[src/rtl/mm_pkg.sv]
package mm_pkg;
  typedef enum logic [2:0] {
    ST_IDLE = 3'd0,
    ST_PREP = 3'd1,
    ST_RUN  = 3'd2,
    ST_CONV = 3'd3,
    ST_FIN  = 3'd4
  } mm_state_e;
endpackage

[src/rtl/mm_csa_row.sv]
// One row of 3:2 counters; the carry vector is pre-shifted left and its
// free bit 0 takes an injected carry.
module mm_csa_row #(
  parameter int W = 16
) (
  input  logic [W-1:0] x_i,
  input  logic [W-1:0] y_i,
  input  logic [W-1:0] z_i,
  input  logic         inj_i,
  output logic [W-1:0] s_o,
  output logic [W-1:0] c_o
);
  assign c_o[0] = inj_i;
  for (genvar i = 0; i < W; i++) begin : g_bit
    assign s_o[i] = x_i[i] ^ y_i[i] ^ z_i[i];
    if (i < W - 1) begin : g_cy
      assign c_o[i+1] = (x_i[i] & y_i[i]) | (x_i[i] & z_i[i]) | (y_i[i] & z_i[i]);
    end
  end
endmodule

[src/rtl/mm_mult_sel.sv]
// Picks 0, X, 2X or 3X; 2X is wiring, 3X comes precomputed.
module mm_mult_sel #(
  parameter int IW = 16,
  parameter int OW = 20
) (
  input  logic [1:0]    sel_i,
  input  logic [IW-1:0] one_i,
  input  logic [IW+1:0] three_i,
  output logic [OW-1:0] mul_o
);
  always_comb begin
    unique case (sel_i)
      2'd0:    mul_o = '0;
      2'd1:    mul_o = OW'(one_i);
      2'd2:    mul_o = OW'({one_i, 1'b0});
      default: mul_o = OW'(three_i);
    endcase
  end
endmodule

[src/rtl/mm_step.sv]
// One radix-4 iteration: (S + C + cin + d*B + q*M) / 4 in redundant form.
module mm_step #(
  parameter int N = 64
) (
  input  logic           clk,
  input  logic           rst,
  input  logic           en_i,
  input  logic [N+1:0]   s_i,
  input  logic [N+1:0]   c_i,
  input  logic           cin_i,
  input  logic [1:0]     dig_i,
  input  logic [1:0]     minv_i,
  input  logic [N:0]     b1_i,
  input  logic [N+2:0]   b3_i,
  input  logic [N-1:0]   m1_i,
  input  logic [N+1:0]   m3_i,
  output logic [N+1:0]   s_o,
  output logic [N+1:0]   c_o,
  output logic           cin_o
);
  localparam int AW = N + 2;
  localparam int XW = N + 5;

  logic [XW-1:0] bmul, mmul, s1, c1, s2, c2;
  logic [1:0]    low2, qdig;

  mm_mult_sel #(.IW(N+1), .OW(XW)) u_bsel (
    .sel_i(dig_i), .one_i(b1_i), .three_i(b3_i), .mul_o(bmul)
  );

  mm_csa_row #(.W(XW)) u_row1 (
    .x_i(XW'(s_i)), .y_i(XW'(c_i)), .z_i(bmul), .inj_i(cin_i),
    .s_o(s1), .c_o(c1)
  );

  // quotient digit from the two low bits of the partial redundant sum
  assign low2 = s1[1:0] + c1[1:0];
  assign qdig = low2 * minv_i;

  mm_mult_sel #(.IW(N), .OW(XW)) u_msel (
    .sel_i(qdig), .one_i(m1_i), .three_i(m3_i), .mul_o(mmul)
  );

  mm_csa_row #(.W(XW)) u_row2 (
    .x_i(s1), .y_i(c1), .z_i(mmul), .inj_i(1'b0),
    .s_o(s2), .c_o(c2)
  );

  // divide by four; a nonzero low pair always sums to four -> carry in
  assign s_o   = s2[AW+1:2];
  assign c_o   = c2[AW+1:2];
  assign cin_o = s2[1];

  AST_LOW_DIGIT_ZERO: assert property (@(posedge clk) disable iff (rst)
    en_i |-> ((s2[1:0] + c2[1:0]) == 2'b00));
  AST_NO_OVERFLOW: assert property (@(posedge clk) disable iff (rst)
    en_i |-> ((s2[XW-1:AW+2] == '0) && (c2[XW-1:AW+2] == '0)));
endmodule

[src/rtl/mm_final.sv]
// Carry-propagated total minus M when it is not already below M.
module mm_final #(
  parameter int N = 64
) (
  input  logic [N+2:0] tot_i,
  input  logic [N-1:0] m_i,
  output logic [N+2:0] res_o
);
  logic [N+2:0] mext, diff;
  assign mext  = (N+3)'(m_i);
  assign diff  = tot_i - mext;
  assign res_o = (tot_i >= mext) ? diff : tot_i;
endmodule

[src/rtl/mont_r4_csa.sv]
module mont_r4_csa
  import mm_pkg::*;
#(
  parameter int N = 64
) (
  input  logic         clk,
  input  logic         rst,
  input  logic         start_i,
  input  logic [N:0]   a_i,
  input  logic [N:0]   b_i,
  input  logic [N-1:0] m_i,
  input  logic [1:0]   minv_i,
  output logic         busy_o,
  output logic         done_o,
  output logic [N-1:0] res_o
);
  localparam int ITER = N / 2 + 1;
  localparam int AW   = N + 2;
  localparam int AD   = 2 * ITER;
  localparam int CW   = $clog2(ITER + 1);

  mm_state_e     state;
  logic [CW-1:0] cnt;
  logic [AD-1:0] a_sh;
  logic [N:0]    b_q;
  logic [N+2:0]  b3_q;
  logic [N-1:0]  m_q;
  logic [N+1:0]  m3_q;
  logic [1:0]    minv_q;
  logic [AW-1:0] s_q, c_q, s_nx, c_nx;
  logic          cin_q, cin_nx;
  logic [AW:0]   tot_q;
  logic [AW:0]   fin_res;
  logic [N-1:0]  res_q;
  logic          done_q;
  logic          run_en;

  assign run_en = (state == ST_RUN);

  mm_step #(.N(N)) u_step (
    .clk(clk), .rst(rst), .en_i(run_en),
    .s_i(s_q), .c_i(c_q), .cin_i(cin_q),
    .dig_i(a_sh[1:0]), .minv_i(minv_q),
    .b1_i(b_q), .b3_i(b3_q), .m1_i(m_q), .m3_i(m3_q),
    .s_o(s_nx), .c_o(c_nx), .cin_o(cin_nx)
  );

  mm_final #(.N(N)) u_final (
    .tot_i(tot_q), .m_i(m_q), .res_o(fin_res)
  );

  always_ff @(posedge clk) begin
    if (rst) begin
      state  <= ST_IDLE;
      cnt    <= '0;
      a_sh   <= '0;
      b_q    <= '0;
      b3_q   <= '0;
      m_q    <= '0;
      m3_q   <= '0;
      minv_q <= '0;
      s_q    <= '0;
      c_q    <= '0;
      cin_q  <= 1'b0;
      tot_q  <= '0;
      res_q  <= '0;
      done_q <= 1'b0;
    end else begin
      done_q <= 1'b0;
      unique case (state)
        ST_IDLE: begin
          if (start_i) begin
            a_sh   <= AD'(a_i);
            b_q    <= b_i;
            m_q    <= m_i;
            minv_q <= minv_i;
            s_q    <= '0;
            c_q    <= '0;
            cin_q  <= 1'b0;
            state  <= ST_PREP;
          end
        end
        ST_PREP: begin
          b3_q  <= (N+3)'(b_q) + (N+3)'({b_q, 1'b0});
          m3_q  <= (N+2)'(m_q) + (N+2)'({m_q, 1'b0});
          cnt   <= '0;
          state <= ST_RUN;
        end
        ST_RUN: begin
          s_q   <= s_nx;
          c_q   <= c_nx;
          cin_q <= cin_nx;
          a_sh  <= a_sh >> 2;
          cnt   <= cnt + 1'b1;
          if (cnt == CW'(ITER - 1)) state <= ST_CONV;
        end
        ST_CONV: begin
          tot_q <= (AW+1)'(s_q) + (AW+1)'(c_q) + (AW+1)'(cin_q);
          state <= ST_FIN;
        end
        ST_FIN: begin
          res_q  <= fin_res[N-1:0];
          done_q <= 1'b1;
          state  <= ST_IDLE;
        end
        default: state <= ST_IDLE;
      endcase
    end
  end

  assign busy_o = (state != ST_IDLE);
  assign done_o = done_q;
  assign res_o  = res_q;

  AST_DONE_ONE_CYCLE: assert property (@(posedge clk) disable iff (rst)
    done_q |=> !done_q);
  AST_RUN_BOUND: assert property (@(posedge clk) disable iff (rst)
    run_en |-> (cnt < CW'(ITER)));
  AST_OPERANDS_HELD: assert property (@(posedge clk) disable iff (rst)
    busy_o |=> ($stable(b_q) && $stable(m_q) && $stable(minv_q)));
  AST_RESULT_HELD: assert property (@(posedge clk) disable iff (rst)
    (state != ST_FIN) |=> $stable(res_q));
  AST_RESULT_REDUCED: assert property (@(posedge clk) disable iff (rst)
    (state == ST_FIN) |-> (fin_res < (AW+1)'(m_q)));
endmodule

[config.mk]
export PLATFORM = sky130hd
export DESIGN_NAME = mont_r4_csa
export DESIGN_NICKNAME = d
export VERILOG_FILES = /design/src/rtl/mm_pkg.sv /design/src/rtl/mm_csa_row.sv /design/src/rtl/mm_mult_sel.sv /design/src/rtl/mm_step.sv /design/src/rtl/mm_final.sv /design/src/rtl/mont_r4_csa.sv
export SDC_FILE = /design/constraint.sdc
export NUM_CORES = 2
export LEC_CHECK = 0
export BUFFER_PORTS_ARGS = -buffer_cell sky130_fd_sc_hd__buf_2
export CAP_MARGIN = 20
export CORE_ASPECT_RATIO = 0.8
export CORE_MARGIN = 4
export CORE_UTILIZATION = 45
export CTS_BUF_LIST = sky130_fd_sc_hd__clkbuf_8
export CTS_CLUSTER_DIAMETER = 120
export CTS_CLUSTER_SIZE = 40
export DETAILED_ROUTE_END_ITERATION = 10
export PLACE_DENSITY = 0.71
export RECOVER_POWER = 50
export SYNTH_ARGS = -nofsm -noshare
export SYNTH_HDL_FRONTEND = slang
export SYNTH_SLANG_ARGS = --single-unit
export TNS_END_PERCENT = 30
[constraint.sdc]
create_clock -name clk -period 8.2 [get_ports clk]
set_input_delay 0.82 -clock clk [delete_from_list [all_inputs] [get_ports clk]]
set_output_delay 0.82 -clock clk [all_outputs]
set_load 0.05 [all_outputs]
## Word-level counts from Yosys, hierarchy flattened

Index checks and enable logic that the tools add are counted.

| word-level totals | value |
|---|---|
| register bits | 604 |
| input port bits | 199 |

| operators by class | value |
|---|---|
| add/sub/neg operators | 7 |
| $mul | 1 |
| magnitude comparators | 1 |
| equal/unequal tests | 11 |
| mux-type cells | 15 |
| bitwise gates (word level) | 925 |
| reductions and logical operators | 9 |

Operators by type and width:

| operator | number |
|---|---|
| $pmux 66 s2 | 3 |
| $and 1x1->1 | 394 |
| $or 1x1->1 | 264 |
| $xor 1x1->1 | 263 |
| $pmux 67 s3 | 1 |
| $pmux 66 s3 | 1 |
| $mux 66 | 2 |
| $add 65x66->67 | 1 |
| $add 66x66->67 | 1 |
| $add 67x1->67 | 1 |
| $ge 67x64->1 | 1 |
| $add 64x65->66 | 1 |
| $mux 64 | 1 |
| $sub 64x64->64 | 1 |
| $pmux 3 s4 | 1 |
| $pmux 6 s2 | 1 |
| $add 6x1->6 const B | 1 |
| $eq 3x2->1 const B | 2 |
| $eq 6x6->1 const B | 1 |
| $mux 3 | 2 |
| $reduce_and 2->1 | 3 |
| $eq 2x1->1 const B | 2 |
| $eq 2x2->1 const B | 2 |
| $logic_not 2->1 | 2 |
| 14 further kinds | 17 |

## Depth between registers and ports, before layout

| logic depth | value |
|---|---|
| word-level depth | 13 |
| gate-level depth with buffers | 19 |

## Modules after synthesis

A second synthesis with hierarchy kept.

| second synthesis, totals | value |
|---|---|
| cell total of the unflattened synthesis | 5,515 |
| area, all modules | 43,021.3 µm² |

By module, submodules not included:

| module | times used | cells an instance | area each (µm²) |
|---|---|---|---|
| mont_r4_csa | 1 | 4,229 | 32,020.7 |
| mm_final | 1 | 822 | 4,988.5 |
| mm_csa_row | 2 | 70 | 1,392.6 |
| mm_mult_sel at u_step.u_bsel | 1 | 160 | 1,589.0 |
| mm_mult_sel at u_step.u_msel | 1 | 157 | 1,575.3 |
| mm_step | 1 | 7 | 62.6 |

## Least setup slack after synthesis

No wires, ideal clock.

| timing path | value |
|---|---|
| path kind | reg2reg |
| start point | reg a_sh[1] |
| end point | reg s_q[10] |
| library setup time | 128 ps |
| arrival time | 4,294 ps |
| data required time | 8,072 ps |
| path slack | 3,778 ps |
| stages on the path, launching flop included | 20 |
| clock period less this slack | 4,422 ps |
| path through | dfxtp_1 -> clkbuf_1 -> clkbuf_1 -> buf_1 -> mux2_2 -> a22oi_1 -> fa_1 -> inv_1 -> ha_1 -> xor2_1 -> nand2_1 -> xnor2_1 -> and2_1 -> clkbuf_1 -> clkbuf_1 -> a21oi_1 -> fa_1 -> nor2_1 -> a31oi_1 -> nor2_1 |

| on the way | value |
|---|---|
| word-level cells in the longest chain between the ends | 11 |
| elaborated cells between the ends (all ways) | 24 |

RTL lines:

| element | line | source |
|---|---|---|
| start: declaration | mont_r4_csa.sv:24 | `logic [AD-1:0] a_sh;` |
| start signal: assignment | mont_r4_csa.sv:73 | `a_sh <= AD'(a_i);` |
| start signal: assignment | mont_r4_csa.sv:93 | `a_sh <= a_sh >> 2;` |
| $eq 2x2->1, or another cell as far along | mm_mult_sel.sv:12 | `unique case (sel_i)` |
| $pmux 67 s3 (*) | mm_mult_sel.sv:12 |  |
| $and 1x1->1 | mm_csa_row.sv:17 | `assign c_o[i+1] = (x_i[i] & y_i[i]) \| (x_i[i] & z_i[i]) \| (y_i[i] & z_i[i]);` |
| $or 1x1->1 (2 in a row) | mm_csa_row.sv:17 |  |
| $add 2x2->2 | mm_step.sv:37 | `assign low2 = s1[1:0] + c1[1:0];` |
| $mul 2x2->2 | mm_step.sv:38 | `assign qdig = low2 * minv_i;` |
| $eq 2x2->1, or another cell as far along | mm_mult_sel.sv:12 |  |
| $pmux 66 s3 | mm_mult_sel.sv:12 |  |
| $xor 1x1->1 (*) | mm_csa_row.sv:15 | `assign s_o[i] = x_i[i] ^ y_i[i] ^ z_i[i];` |
| $pmux 66 s2 (*) | mont_r4_csa.sv:70 | `unique case (state)` |
| end signal: assignment | mont_r4_csa.sv:90 | `s_q <= s_nx;` |
| end: declaration | mont_r4_csa.sv:30 | `logic [AW-1:0] s_q, c_q, s_nx, c_nx;` |

Mark *: on every way between the ends. The rest lies on a longest branch, timed or not.
A chain may end at the register's enable or synchronous reset.

## Worst setup path in the final report

| timing path | value |
|---|---|
| start point | reg state[1] |
| end point | reg m3_q[60] |

| on the way | value |
|---|---|
| word-level cells in the longest chain between the ends | 1 |

RTL lines:

| element | line | source |
|---|---|---|
| start: declaration | mont_r4_csa.sv:22 | `mm_state_e state;` |
| start signal: assignment | mont_r4_csa.sv:54 | `state <= ST_IDLE;` |
| start signal: assignment | mont_r4_csa.sv:80 | `state <= ST_PREP;` |
| start signal: assignment | mont_r4_csa.sv:87 | `state <= ST_RUN;` |
| $eq 3x1->1 | mont_r4_csa.sv:70 |  |
| end signal: assignment | mont_r4_csa.sv:85 | `m3_q <= (N+2)'(m_q) + (N+2)'({m_q, 1'b0});` |
| end: declaration | mont_r4_csa.sv:28 | `logic [N+1:0] m3_q;` |

No other way between the ends.

==> flow_metrics.py <==
metrics = {
    "global_routing": {
        "grt_use_total_pct": 26.00,
        "grt_pass1_vias": 36190,
        "grt_start_max_net_pins": 198,
        "grt_pass1_wl_um": 206900,
        "antenna_found_initial": 20,
        "grt_overflow": 0,
    },
    "logic_synthesis": {
        "synth-edff-count": 0,
        "synth_warnings": 0,
        "synth_top_cell_by_area": "dfxtp_1",
        "ys_types": 88,
        "synth_area_per_cell_sq_um": 7.602,
        "yosys-top-cells-area": "dfxtp_1 28%, a21oi_1 9.3%, nand2_1 8.4%, ha_1 7.8%, fa_1 6.4%",
        "synth_seq_cells": 601,
        "syn_inst": 5559,
        "yosysMostFrequentCell": "nand2_1",
        "synth_top_flop_cell": "dfxtp_1",
        "syn_nets": 6158,
        "ys_top_cells_by_count": "941 x nand2_1, 786 x a21oi_1, 601 x dfxtp_1, 429 x nor2_1, 344 x clkbuf_1",
        "synth_top_area_share_pct": 28.47,
        "ys_async_sr_fraction_pct": 0,
        "synth_area_sq_mm": 0.04226,
        "yosysSeqAreaShare_pct": 28.47,
    },
    "layout": {
        "final_cell_area_sq_mm": 0.04453,
        "layout-drive-gt1-share_pct": 6.814,
        "fin_nets": 6105,
        "areaGrowthSynthToFinish_pct": 5.377,
        "utilization_pct": 47.84,
        "finalNonFillerCells": 6756,
    },
    "timing": {
        "fin_crit_sh_pct": 71.77,
        "fin_skew_ps": 82.60,
        "whs_ps": 238.0,
        "rsz0062_at_grt": "no",
        "worstMarginPinSlew_ps": 4207,
        "setup_violations": 0,
        "period_needed_ps": 5885,
        "fmax_ghz": 0.1699,
        "drv_slew": 658,
        "maxSlewHeadroom_pct": -180.5,
        "finalSetupTns_ps": 0,
        "hold_viol_final": 0,
    },
    "clock_network": {
        "clk_pin_slew_ps": 260,
        "cts-resized-gates": 0,
        "cts_tree": "done",
        "root_buffer": "clkbuf_8",
        "clk_path_buf_depth": 3,
        "worstSkewPairLatency_ps": 790,
        "cts.sinks": 601,
        "htree_levels": 1,
        "postCtsHoldBufs": 0,
        "cts_buffers": 22,
        "postCtsSetupRepairBufs": 0,
    },
    "floorplan": {
        "start_util_pct": 45.40,
        "chipWidth_um": 350.6,
        "io_pins": 265,
        "die_area_sq_mm": 0.09891,
        "num_rows": 100,
        "core_sq_mm": 0.09309,
        "die_y_um": 282.1,
    },
    "power_and_ir_drop": {
        "p_seq_share_pct": 53.7,
        "ir_drop_uv": 209.0,
        "pwr-share-clk_pct": 23.6,
        "power_switching_w": 0.002111,
        "p_comb_share_pct": 22.7,
        "p_per_area_mw_per_mm2": 134.4,
        "power.leakage_nw": 16.87,
        "p_int_w": 0.003872,
        "switching_share_pct": 35.28,
    },
    "setup_path": {
        "slowest_stage": "clkbuf_1",
        "reg2reg_slack_ps": 2310,
        "max_stage_delay_ps": 1740,
        "required_ps": 8870,
        "end_kind": "register",
        "cp.arrival_ps": 6550,
        "crit_fanout": 47,
        "crit_family": "buffers and inverters",
        "path_class": "reg -> reg",
        "cp-start-kind": "register",
        "path_buf_inv": 3,
        "cp_cell_sequence": "nor3b_1 -> clkbuf_1 -> clkbuf_1 -> nor2_4 -> clkbuf_1 -> a22o_1",
        "crit_path_frequent_cell": "clkbuf_1",
    },
    "drt": {
        "drcViolationCount": 0,
        "drt_pass1_iterations": 8,
        "drt_iter0_drc": 4343,
        "vias": 39760,
        "drt-wirelength-per-cell_um": 19.86,
        "via_per_inst": 5.885,
        "ant_nets": 0,
        "wirelength_um": 134200,
    },
    "placement": {
        "dpl-instance-area_sq_mm": 0.04401,
        "place_hpwl_um": 100600,
        "portBuffers": 264,
        "dp.cells": 6702,
        "gp_congestion": 1.006,
    },
    "outcome": {
        "status": "finished, violations left",
        "violations": "capacitance limit, slew limit",
    },
    "run": {
        "drv_cap": 9,
    },
    "worst_hold_path": {
        "hp-class": "in -> reg",
    },
}
[flip-flops by register name (all words and copies together) (netlist names), 6 cells and up]
| signal | count |
|---|---|
| a_sh | 65 |
| b3_q | 67 |
| b_q | 65 |
| c_q | 66 |
| cnt | 6 |
| m3_q | 65 |
| m_q | 64 |
| res_o | 64 |
| s_q | 65 |
| tot_q | 67 |
[per-layer routing]
| layer | routed length (um) | vias up | global-route usage, % |
|---|---|---|---|
| met5 | 117 | - | 0 |
| met4 | 2554 | 18 | 4.641 |
| met3 | 14950 | 130 | 7.576 |
| met2 | 52510 | 1572 | 36.09 |
| met1 | 64040 | 18690 | 39.81 |
| li1 | - | 19350 | - |
[final cells by class]
type / instances / area (sq um)
fillers: 9293 / 48560
multi-input cells: 4313 / 27820
flip-flops and latches: 601 / 12030
repair buffers: 300 / 1544
well taps: 1224 / 1531
inverters: 268 / 1006
clock buffers: 25 / 344.1
clock inverters: 11 / 217.7
diodes: 14 / 35.03
[stage by stage]
step / setup WS (ps) / total power (W)
detailed placement: 2914 / 0.004598
global placement: 3128 / 0.004578
CTS: 2910 / 0.005998
finish: 2315 / 0.005983
floorplan: 3778 / 0.004189
global route: 1858 / 0.006266
[power groups by stage]
stage	registers [W]	clock network, W	logic [W]
2_1_floorplan	0.00319	0	0.00100
3_3_place_gp	0.00326	0	0.00132
3_5_place_dp	0.00326	0	0.00133
4_1_cts	0.00321	0.00145	0.00134
5_1_grt	0.00323	0.00154	0.00150
6_report	0.00321	0.00141	0.00136
[final timing paths]
check	cells past startpoint	to	startpoint
hold / removal	3	b_q[27]	b_i[27]
setup / recovery	6	m3_q[60]	state[1]
hold reg to reg	2	b3_q[64]	b3_q[64]
setup reg to reg	6	m3_q[60]	state[1]
[cells in the final DEF, fill, tap and decap left out, types with 16 or more instances in the layout]
cell type,instances
nand2_1,939
a21oi_1,786
dfxtp_1,599
nor2_1,426
inv_1,267
ha_1,265
o21ai_0,255
buf_2,197
a31oi_1,159
a21o_1,150
xnor2_1,143
fa_1,135
a22oi_1,132
xor2_1,86
nand3_1,82
nand4_1,75
clkbuf_1,73
mux2_2,63
o21bai_1,61
mux2i_1,49
nor3_1,39
a211oi_1,37
and3_1,34
o21a_1,31
nor2b_1,27
nand2b_1,27
o211ai_1,26
clkbuf_8,25
buf_4,23
and2_1,21
o31ai_1,19
a22o_1,16
[worst min-delay path, delay by kind of cell]
family	cells	cell delay, ps
AOI/OAI and AO/OA	1	50
and+or+nand+nor	1	40
buffers and inverters	1	90
[cells by family (layout without fill, tap and decap cells)]
group           after synthesis  count (layout)  synth area share [%]
mux                         112             112                 2.839
flops                       601             601                 28.47
simple gates               1760            1760                 17.80
compound gates             1811            1811                 26.05
other cells                   0              14                     0
fa+ha+maj                   400             400                 14.24
buf+inv                     645             604                 5.833
xor+xnor                    230             230                 4.767
(Power assumes the default switching activity.)
